[config.mk]
export PLATFORM = sky130hd
export DESIGN_NAME = hdr_steer
export DESIGN_NICKNAME = d
export VERILOG_FILES = /design/src/rtl/hdr_steer.sv
export SDC_FILE = /design/constraint.sdc
export NUM_CORES = 2
export LEC_CHECK = 0
export BUFFER_PORTS_ARGS = -buffer_cell sky130_fd_sc_hd__buf_2
export CAP_MARGIN = 20
export CELL_PAD_IN_SITES_DETAIL_PLACEMENT = 1
export CELL_PAD_IN_SITES_GLOBAL_PLACEMENT = 1
export CORE_ASPECT_RATIO = 0.5
export CORE_MARGIN = 8
export CORE_UTILIZATION = 38
export CTS_BUF_LIST = sky130_fd_sc_hd__clkbuf_16
export DETAILED_ROUTE_END_ITERATION = 16
export GPL_TIMING_DRIVEN = 0
export PLACE_DENSITY_LB_ADDON = 0.1
export REMOVE_ABC_BUFFERS = 1
export SKIP_CTS_REPAIR_TIMING = 1
export SLEW_MARGIN = 20
export SYNTH_ARGS = -nofsm -noshare
export SYNTH_HDL_FRONTEND = slang
export SYNTH_SLANG_ARGS = --single-unit
[constraint.sdc]
create_clock -name clk -period 49.9 [get_ports clk]
set_input_delay 4.99 -clock clk [delete_from_list [all_inputs] [get_ports clk]]
set_output_delay 4.99 -clock clk [all_outputs]
set_load 0.01 [all_outputs]
[src/rtl/hdr_steer.sv]
module hdr_steer #(
  parameter int ENTRIES = 8,
  parameter int KEY_W   = 32,
  parameter int PORT_W  = 3,
  parameter int OFFS_W  = 4
) (
  input  logic                        clk,
  input  logic                        rst_n,
  input  logic                        in_valid,
  input  logic                        in_sop,
  input  logic                        in_bit,
  input  logic [OFFS_W-1:0]           hdr_offset,
  input  logic                        cfg_we,
  input  logic [$clog2(ENTRIES)-1:0]  cfg_idx,
  input  logic                        cfg_en,
  input  logic [KEY_W-1:0]            cfg_value,
  input  logic [KEY_W-1:0]            cfg_mask,
  input  logic [PORT_W-1:0]           cfg_port,
  output logic                        out_valid,
  output logic                        out_sop,
  output logic                        out_bit,
  output logic                        rt_hit,
  output logic [PORT_W-1:0]           rt_port
);
  localparam int DLY    = (1 << OFFS_W) + KEY_W;
  localparam int POS_W  = $clog2(DLY) + 1;
  localparam int KIDX_W = $clog2(KEY_W);

  logic [KEY_W-1:0]  sh_val [ENTRIES];
  logic [KEY_W-1:0]  sh_msk [ENTRIES];
  logic [PORT_W-1:0] sh_prt [ENTRIES];
  logic [KEY_W-1:0]  lv_val [ENTRIES];
  logic [KEY_W-1:0]  lv_msk [ENTRIES];
  logic [PORT_W-1:0] lv_prt [ENTRIES];
  logic [ENTRIES-1:0] sh_en, lv_en;

  logic [ENTRIES-1:0] f1, f0, f1n, f0n, ok;
  logic [POS_W-1:0]   pos, cur_pos, rel;
  logic [OFFS_W-1:0]  off_q, cur_off;
  logic [KIDX_W-1:0]  kidx;
  logic               busy, pend_hit, pend_new, nhit;
  logic [PORT_W-1:0]  pend_port, nport;
  logic [DLY-1:0]     pv, ps, pb;

  wire acc_sop = in_valid & in_sop;
  wire active  = in_valid & (in_sop | busy);
  wire take    = pv[DLY-2] & ps[DLY-2];

  assign cur_pos = acc_sop ? '0 : pos;
  assign cur_off = acc_sop ? hdr_offset : off_q;
  assign rel     = cur_pos - POS_W'(cur_off);
  assign kidx    = KIDX_W'(KEY_W - 1) - rel[KIDX_W-1:0];

  wire in_win = active && (cur_pos >= POS_W'(cur_off)) && (rel < POS_W'(KEY_W));
  wire last   = in_win && (rel == POS_W'(KEY_W - 1));

  always_comb begin
    nhit  = 1'b0;
    nport = '0;
    for (int e = 0; e < ENTRIES; e++) begin
      logic v, m, en;
      v  = acc_sop ? sh_val[e][kidx] : lv_val[e][kidx];
      m  = acc_sop ? sh_msk[e][kidx] : lv_msk[e][kidx];
      en = acc_sop ? sh_en[e] : lv_en[e];
      f1n[e] = (f1[e] & ~acc_sop) | (in_win & m & v & ~in_bit);
      f0n[e] = (f0[e] & ~acc_sop) | (in_win & m & ~v & in_bit);
      ok[e]  = en & ~f1n[e] & ~f0n[e];
    end
    for (int e = ENTRIES - 1; e >= 0; e--) begin
      if (ok[e]) begin
        nhit  = 1'b1;
        nport = acc_sop ? sh_prt[e] : lv_prt[e];
      end
    end
  end

  always_ff @(posedge clk) begin
    if (!rst_n) begin
      sh_en <= '0;
      lv_en <= '0;
      for (int e = 0; e < ENTRIES; e++) begin
        sh_val[e] <= '0; sh_msk[e] <= '0; sh_prt[e] <= '0;
        lv_val[e] <= '0; lv_msk[e] <= '0; lv_prt[e] <= '0;
      end
    end else begin
      if (cfg_we) begin
        sh_en[cfg_idx]  <= cfg_en;
        sh_val[cfg_idx] <= cfg_value;
        sh_msk[cfg_idx] <= cfg_mask;
        sh_prt[cfg_idx] <= cfg_port;
      end
      if (acc_sop) begin
        lv_en <= sh_en;
        for (int e = 0; e < ENTRIES; e++) begin
          lv_val[e] <= sh_val[e]; lv_msk[e] <= sh_msk[e]; lv_prt[e] <= sh_prt[e];
        end
      end
    end
  end

  always_ff @(posedge clk) begin
    if (!rst_n) begin
      pos <= '0; off_q <= '0; busy <= 1'b0;
      f1 <= '0; f0 <= '0;
      pend_hit <= 1'b0; pend_port <= '0; pend_new <= 1'b0;
      rt_hit <= 1'b0; rt_port <= '0;
      pv <= '0; ps <= '0; pb <= '0;
    end else begin
      f1 <= f1n;
      f0 <= f0n;
      if (acc_sop) off_q <= hdr_offset;
      if (active) begin
        pos  <= cur_pos + POS_W'(1);
        busy <= ~last;
      end
      if (take) begin
        rt_hit   <= pend_hit;
        rt_port  <= pend_port;
        pend_new <= 1'b0;
      end
      if (last) begin
        pend_hit  <= nhit;
        pend_port <= nport;
        pend_new  <= 1'b1;
      end
      pv <= {pv[DLY-2:0], in_valid};
      ps <= {ps[DLY-2:0], acc_sop};
      pb <= {pb[DLY-2:0], in_valid & in_bit};
    end
  end

  assign out_valid = pv[DLY-1];
  assign out_sop   = ps[DLY-1];
  assign out_bit   = pb[DLY-1];

  assert_route_hold_R6: assert property (@(posedge clk) disable iff (!rst_n)
    !(out_valid && out_sop) |-> ($stable(rt_hit) && $stable(rt_port)));
  assert_decision_ready_R6: assert property (@(posedge clk) disable iff (!rst_n)
    take |-> pend_new);
  assert_window_closed_R2: assert property (@(posedge clk) disable iff (!rst_n)
    acc_sop |-> !busy);
  assert_miss_port_zero_R5: assert property (@(posedge clk) disable iff (!rst_n)
    !rt_hit |-> (rt_port == '0));
  assert_sop_has_valid_R1: assert property (@(posedge clk) disable iff (!rst_n)
    out_sop |-> out_valid);
endmodule

; ---- Word level (Yosys, flattened, before mapping)
; Memory sizes are Yosys's and may differ from the RTL's.
; Cells that the tools add are included.
[word_totals]
ff_bits = 196
ram_bits = 1072
input_bits = 81
output_inout_bits = 7
n_memories = 6
[mem_list]
columns = memory, depth, word_bits, rd, rd_clocked_by_memory_dff, write_ports, line
row1 = lv_msk, 8, 32, 8, 0, 8, 33  ; logic [KEY_W-1:0] lv_msk [ENTRIES];
row2 = lv_val, 8, 32, 8, 0, 8, 32  ; logic [KEY_W-1:0] lv_val [ENTRIES];
row3 = sh_msk, 8, 32, 8, 0, 8, 30  ; logic [KEY_W-1:0] sh_msk [ENTRIES];
row4 = sh_val, 8, 32, 8, 0, 8, 29  ; logic [KEY_W-1:0] sh_val [ENTRIES];
row5 = lv_prt, 8, 3, 8, 0, 8, 34  ; logic [PORT_W-1:0] lv_prt [ENTRIES];
row6 = sh_prt, 8, 3, 8, 0, 8, 31  ; logic [PORT_W-1:0] sh_prt [ENTRIES];
[classes]
n_addsub = 3
n_lt_le_gt_ge = 5
n_eq_ne = 1
n_mux = 157
n_bitwise = 144
reduce_logical = 7
[ops]
columns = op, n
row1 = 2-to-1 mux 32 bit, 18
row2 = binary-select mux 1 bit (select 5 bit), 32
row3 = 2-to-1 mux 3 bit, 28
row4 = bitwise AND 1 bit, 76
row5 = 2-to-1 mux 1 bit, 75
row6 = OR reduction 32 bit, 2
row7 = OR 1 bit, 41
row8 = inverter 1 bit, 27
row9 = bitwise mux 8 bit, 1
row10 = "adder 7 x 1 -> 7 bit, second input constant", 1
row11 = "equality test 7 x 5 -> 1 bit, second input constant", 1
row12 = >= comparator 7 x 4 -> 1 bit, 1
row13 = "less-than comparator 7 x 6 -> 1 bit, second input constant", 1
row14 = 2-to-1 mux 7 bit, 1
row15 = subtractor 7 x 4 -> 7 bit, 1
row16 = "less-than comparator 5 x 6 -> 1 bit, second input constant", 1
row17 = "subtractor 5 bit, first input constant", 1
row18 = logical AND 1 bit, 4
row19 = "less-than comparator 3 x 4 -> 1 bit, second input constant", 1
row20 = 2-to-1 mux 4 bit, 1
row21 = demux 1 bit (select 3 bit), 1
row22 = ">= comparator 3 x 1 -> 1 bit, second input constant", 1
row23 = OR reduction 3 bit, 1

; ---- Depth between registers and ports, before layout
[logic_depth]
depth_word = 22
mapped_depth = 25

; ---- Least setup slack after synthesis
; Ideal clock, no wire load.
[synth_timing]
path_kind = input -> register
from = in in_valid
to = mem lv_msk[0][0] (enable)
setup_time_ns = 3.810
arrival_ns = 15.407
required_ns = 46.090
slack_ns = 30.683
cell_stages = 7
n_path_buf = 5
cell_sequence = nand2_1 -> buf_1 -> buf_1 -> clkbuf_1 -> buf_1 -> clkbuf_1 -> nand2_1
[synth_rtl]
columns = element, line
row1 = "start, declared", 9  ; input logic in_valid,
row2 = "end, declared", 33

; ---- Worst setup path in the final report
[layout_timing]
from = in in_valid
to = reg pend_port[1]
[layout_between]
elab_chain_cells = 22
word_cells_on_any_way = 229
cone_classes = 2 x add/sub / 2 x order compare / 1 x eq/ne / 106 x mux / 115 x bitwise / 3 x reduce/logical
[layout_rtl]
columns = element, line
row1 = bitwise AND 1 bit (*), 45  ; wire acc_sop = in_valid & in_sop;
row2 = 2-to-1 mux 4 bit (*), -
row3 = named net cur_off[1], 39  ; logic [OFFS_W-1:0] off_q, cur_off;
row4 = subtractor 7 x 4 -> 7 bit, 51  ; assign rel = cur_pos - POS_W'(cur_off);
row5 = subtractor 5 bit, 52  ; assign kidx = KIDX_W'(KEY_W - 1) - rel[KIDX_W-1:0];
row6 = binary-select mux 1 bit (select 5 bit), 63  ; m = acc_sop ? sh_msk[e][kidx] : lv_msk[e][kidx];
row7 = 2-to-1 mux 1 bit (implied by the code), 63
row8 = 2-to-1 mux 1 bit, 63
row9 = bitwise AND 1 bit, "65, 66"
row10 = bitwise AND 1 bit (2 in series), 65  ; f1n[e] = (f1[e] & ~acc_sop) | (in_win & m & v & ~in_bit);
row11 = OR 1 bit, 65
row12 = inverter 1 bit, 67  ; ok[e] = en & ~f1n[e] & ~f0n[e];
row13 = bitwise AND 1 bit (2 in series), 67
row14 = 2-to-1 mux 3 bit (8 in series), 70  ; if (ok[e]) begin
row15 = "end signal, assigned", 123  ; pend_port <= nport;
row16 = "end, declared", 42  ; logic [PORT_W-1:0] pend_port, nport;
; Mark *: on every way through the listed nets, which the timed path passes. The rest lies on a longest branch. The select of a mux whose other input is x is not followed.
; A chain may end at the register's enable or synchronous reset.

==> metrics.txt <==
# TYPE chip_impl_metric gauge
chip_impl_metric{name="timing.final.max_slew_violations",unit=""} 0
chip_impl_metric{name="vdd_drop_max",unit="mV"} 0.03371
chip_impl_metric{name="io_pins",unit=""} 88
chip_impl_metric{name="max_freq",unit="GHz"} 0.09205
chip_impl_metric{name="router_iterations_before_antenna_repair",unit=""} 5
chip_impl_metric{name="postSynthAreaPerCell",unit="sq um"} 15.25
chip_impl_metric{name="detailroute.via_count",unit=""} 29450
chip_impl_metric{name="area.growth.synth_to_final",unit="%"} 14.70
chip_impl_metric{name="mappedNetlistArea",unit="sq um"} 55060
chip_impl_metric{name="iteration_0_drc_markers",unit=""} 2331
chip_impl_metric{name="grt_first_pass_wirelength",unit="microns"} 211500
chip_impl_metric{name="power.density",unit="nW/um^2"} 39.37
chip_impl_metric{name="worstMarginPinSlew",unit="ns"} 1.211
chip_impl_metric{name="fin_skew",unit="ns"} 0.03215
chip_impl_metric{name="clkSinkCount",unit=""} 1268
chip_impl_metric{name="htreeDepth",unit=""} 3
chip_impl_metric{name="reg2reg_slack",unit="ns"} 43.79
chip_impl_metric{name="post-route-drc-count",unit=""} 0
chip_impl_info{name="critPathCaptureType",value="register"} 1
chip_impl_metric{name="finalSetupTns",unit="ns"} 0
chip_impl_metric{name="finish.utilization",unit=""} 0.4406
chip_impl_metric{name="synth_fa_ha_area_frac",unit=""} 0.001727
chip_impl_metric{name="place.port_buffers",unit=""} 87
chip_impl_metric{name="timing.critical_path.arrival",unit="ns"} 11.46
chip_impl_metric{name="synth-compound-area-share",unit=""} 0.02397
chip_impl_metric{name="dieHeight",unit="microns"} 285.2
chip_impl_metric{name="gp_congestion",unit=""} 0.7572
chip_impl_metric{name="die_w",unit="microns"} 554.3
chip_impl_metric{name="post-route-period-util",unit=""} 0.2177
chip_impl_metric{name="clk_pin_slew",unit="ns"} 0.07
chip_impl_metric{name="grt_antenna_before_repair",unit=""} 15
chip_impl_metric{name="final.min_clock_period",unit="ns"} 10.86
chip_impl_info{name="crit_path_top_delay_cell",value="fa_4"} 1
chip_impl_metric{name="grt_usage",unit=""} 0.1778
chip_impl_metric{name="grt_pass1_vias",unit=""} 31200
chip_impl_info{name="timing.critical_path.mode_cell",value="buf_16"} 1
chip_impl_metric{name="seq_area_frac_synth",unit=""} 0.6559
chip_impl_info{name="holdCritPathClass",value="register to register"} 1
chip_impl_metric{name="antenna_left",unit=""} 0
chip_impl_metric{name="finalHoldViolCount",unit=""} 0
chip_impl_info{name="setup.worst_path.start_class",value="primary input"} 1
chip_impl_info{name="cts_tree",value="done"} 1
chip_impl_metric{name="power.static_leakage",unit="uW"} 0.02309
chip_impl_metric{name="number_of_enable_type_register_cells_in_the_synthesized_netlist",unit=""} 1072
chip_impl_metric{name="syn_inst",unit=""} 3611
chip_impl_metric{name="floorplan.initialDensity",unit=""} 0.3842
chip_impl_metric{name="grt_max_degree",unit=""} 166
chip_impl_metric{name="number_of_standard_cell_rows_in_the_floorplan",unit=""} 98
chip_impl_metric{name="final_net_count",unit=""} 3772
chip_impl_metric{name="design.core.area",unit="sq um"} 143300
chip_impl_metric{name="critical_path_required",unit="ns"} 50.50
chip_impl_info{name="main_combinational_cell_family_by_area_after_synthesis",value="simple AND/OR/NAND/NOR gates"} 1
chip_impl_metric{name="synth.mux.area_fraction",unit=""} 0.1277
chip_impl_metric{name="synth_simple_gate_area_share",unit=""} 0.1665
chip_impl_info{name="critical_path_class",value="primary input to register"} 1
chip_impl_info{name="ys.flop_type",value="edfxtp_1"} 1
chip_impl_metric{name="max_cap_violations",unit=""} 0
chip_impl_metric{name="hpwlAfterDp",unit="microns"} 94250
chip_impl_metric{name="seqCellArea",unit="sq um"} 36110
chip_impl_metric{name="yosys.area_share.xor_xnor",unit=""} 0.001409
chip_impl_info{name="crit_path_cell_trace",value="buf_2 > nand2_4 > buf_16 > mux2i_1 > inv_1 > fa_4 > buf_16 > buf_12 > buf_16 > mux4_2 > mux4_1 > mux2i_1 > o22ai_2 > o21a_1 > o2bb2ai_1 > nor4_1 > nor4_1 > o31ai_1"} 1
chip_impl_info{name="grt_setup_unrepaired",value="false"} 1
chip_impl_metric{name="finalWirelength",unit="microns"} 141400
chip_impl_metric{name="worst_path_max_stage_delay",unit="ns"} 1.27
chip_impl_metric{name="multi_input_gate_area_in_the_final_layout",unit="sq um"} 17950
chip_impl_metric{name="max-slew-margin-rel",unit=""} 0.1927
chip_impl_metric{name="critical_path.n_buffers_inverters",unit=""} 6
chip_impl_metric{name="avgRoutedWirePerCell",unit="microns"} 24.82
chip_impl_metric{name="clock_insertion_delay_worst_skew",unit="ns"} 0.74
chip_impl_metric{name="worst-path-max-fanout",unit=""} 48
chip_impl_metric{name="detail_route.vias_per_cell",unit=""} 5.170
chip_impl_info{name="crit_family",value="multiplexers"} 1
chip_impl_metric{name="finalSetupViolations",unit=""} 0
chip_impl_info{name="cts_root_buf",value="clkbuf_16"} 1
chip_impl_metric{name="yosys_register_bits",unit=""} 1268
chip_impl_metric{name="layout-drive-gt1-share",unit=""} 0.1828
chip_impl_metric{name="die_area",unit="sq um"} 158100
chip_impl_metric{name="number_of_buffers_on_the_longest_clock_path",unit=""} 3
chip_impl_metric{name="final.fill_count",unit=""} 13820
chip_impl_info{name="status",value="completed"} 1
chip_impl_metric{name="synth_cell_types",unit=""} 74
chip_impl_metric{name="number_of_buffers_inserted_during_clock_tree_synthesis",unit=""} 120
chip_impl_metric{name="synth-async-reset-ratio",unit=""} 0
chip_impl_metric{name="globalRouteOverflowTotal",unit=""} 0
chip_impl_metric{name="synth-warning-count",unit=""} 0
-- metal layers --
metal / wire (microns) / GRT usage
met5: 0 / 0
met1: 66900 / 0.2552
met2: 66060 / 0.2889
met4: 3026 / 0.04045
met3: 5373 / 0.02381
-- placed cells by master, fill, tap and decap left out, drive strengths merged, types with 7 or more instances in the layout --
cell type and instances:
and2 1228, edfxtp 1072, mux4 288, dfxtp 196, buf 195, nand2 136
clkbuf 124, clkinv 57, inv 54, mux2i 53, o21ai 46, nor2 45
and3 36, a211oi 30, nand3 21, a21boi 18, a21oi 18, nor2b 17
nor3 13, a22oi 10, bufinv 10, nand4 9, or4 8, o31ai 8
a31oi 7, o31a 7
-- area by class of cell --
cell class	instances	share of cell area
Inverter	17	0.001010
Timing Repair Buffer	195	0.04394
Sequential cell	1268	0.5718
Clock inverter	105	0.01201
Clock buffer	124	0.04913
Tap cell	1900	0.03764
Antenna cell	5	0.0001981
Multi-Input combinational cell	2082	0.2843
-- path summary, 6_finish.rpt --
path         startpoint           end  cells after the start
min reg2reg      pv[42]        pv[43]                      1
max reg2reg      pos[0]  pend_port[1]                     16
max            in_valid  pend_port[1]                     18
min              pv[42]        pv[43]                      1
-- Yosys cell counts, types with 3 or more instances --
| cell | n | area, sq um |
|---|---|---|
| mux2i_1 | 53 | 530.5 |
| mux4_2 | 287 | 6464 |
| o31ai_1 | 8 | 60.06 |
| buf_6 | 19 | 214.0 |
| clkbuf_1 | 173 | 649.4 |
| and3_1 | 36 | 225.2 |
| nand4_1 | 9 | 56.30 |
| o21ai_1 | 4 | 20.02 |
| o311ai_1 | 4 | 35.03 |
| a21o_1 | 3 | 22.52 |
| nor4_1 | 6 | 37.54 |
| buf_4 | 15 | 112.6 |
| buf_1 | 7 | 26.28 |
| a22oi_1 | 10 | 75.07 |
| o22ai_1 | 4 | 25.02 |
| nand2b_1 | 5 | 31.28 |
| o31a_1 | 7 | 61.31 |
| edfxtp_1 | 1072 | 32190 |
| o21ai_2 | 4 | 35.03 |
| a32oi_1 | 4 | 35.03 |
| xnor2_1 | 6 | 52.55 |
| nand3_1 | 21 | 105.1 |
| a21oi_1 | 17 | 85.08 |
| inv_1 | 17 | 63.81 |
| and2_1 | 1228 | 7682 |
| nand3b_1 | 4 | 30.03 |
| a211oi_1 | 30 | 225.2 |
| dfxtp_1 | 196 | 3924 |
| nor3_1 | 13 | 65.06 |
| ha_1 | 6 | 75.07 |
| a31oi_1 | 7 | 43.79 |
| nor2_1 | 45 | 168.9 |
| o221ai_1 | 3 | 26.28 |
| nor3b_1 | 3 | 22.52 |
| o21a_1 | 3 | 22.52 |
| nor2b_1 | 17 | 106.4 |
| buf_2 | 27 | 135.1 |
| or4_1 | 8 | 60.06 |
| o21ai_0 | 38 | 190.2 |
| a21boi_0 | 18 | 135.1 |
| nand2_1 | 135 | 506.7 |
-- stage by stage --
stage / std cells / hold WS, ns / area [sq um] / setup slack (ns) / power, uW
floorplan: 3367 / 0.4118 / 53870 / 29.65 / 1508
global placement: 5354 / 0.4137 / 56680 / 14.41 / 1688
detailed placement: 5462 / 0.4198 / 59280 / 38.18 / 1607
CTS: 5691 / 0.4251 / 63150 / 39.00 / 2524
global route: 5691 / 0.4439 / 63150 / 38.69 / 2584
finish: 5696 / 0.4197 / 63160 / 39.04 / 2487
-- power breakdown --
| group | switching (uW) | leakage (uW) | internal, uW |
|---|---|---|---|
| registers | 20.1 | 0.0125 | 1210 |
| clock network | 411 | 0.00202 | 500 |
| logic | 194 | 0.00856 | 151 |
| total | 625 | 0.0231 | 1860 |
-- cells by family after synthesis --
family,Yosys count
muxes,342
DFF,1268
and+or+nand+nor,1537
adders and majority gates,7
xor gates and xnor gates,8
AOI/OAI and AO/OA,188
buffers and inverters,261
-- worst register-to-register path: cells and delay by family (launching register included) --
family / cells / cell delay, ns
flops: 1 / 0.38
mux: 3 / 1.23
fa+ha+maj: 2 / 1.45
buf+inv: 4 / 1.00
compound gates: 4 / 1.22
simple gates: 3 / 0.70
-- sequential cells by signal, indices dropped and copies added, names as in the netlist --
signal	count
busy	1
f0	8
f1	8
lv_en	8
lv_msk	256
lv_prt	24
lv_val	256
off_q	4
pb	48
pend_hit	1
pend_port	3
pos	7
ps	48
pv	48
rt_hit	1
rt_port	3
sh_en	8
sh_msk	256
sh_prt	24
sh_val	256
Note: power is estimated with default switching activity, not from simulation.
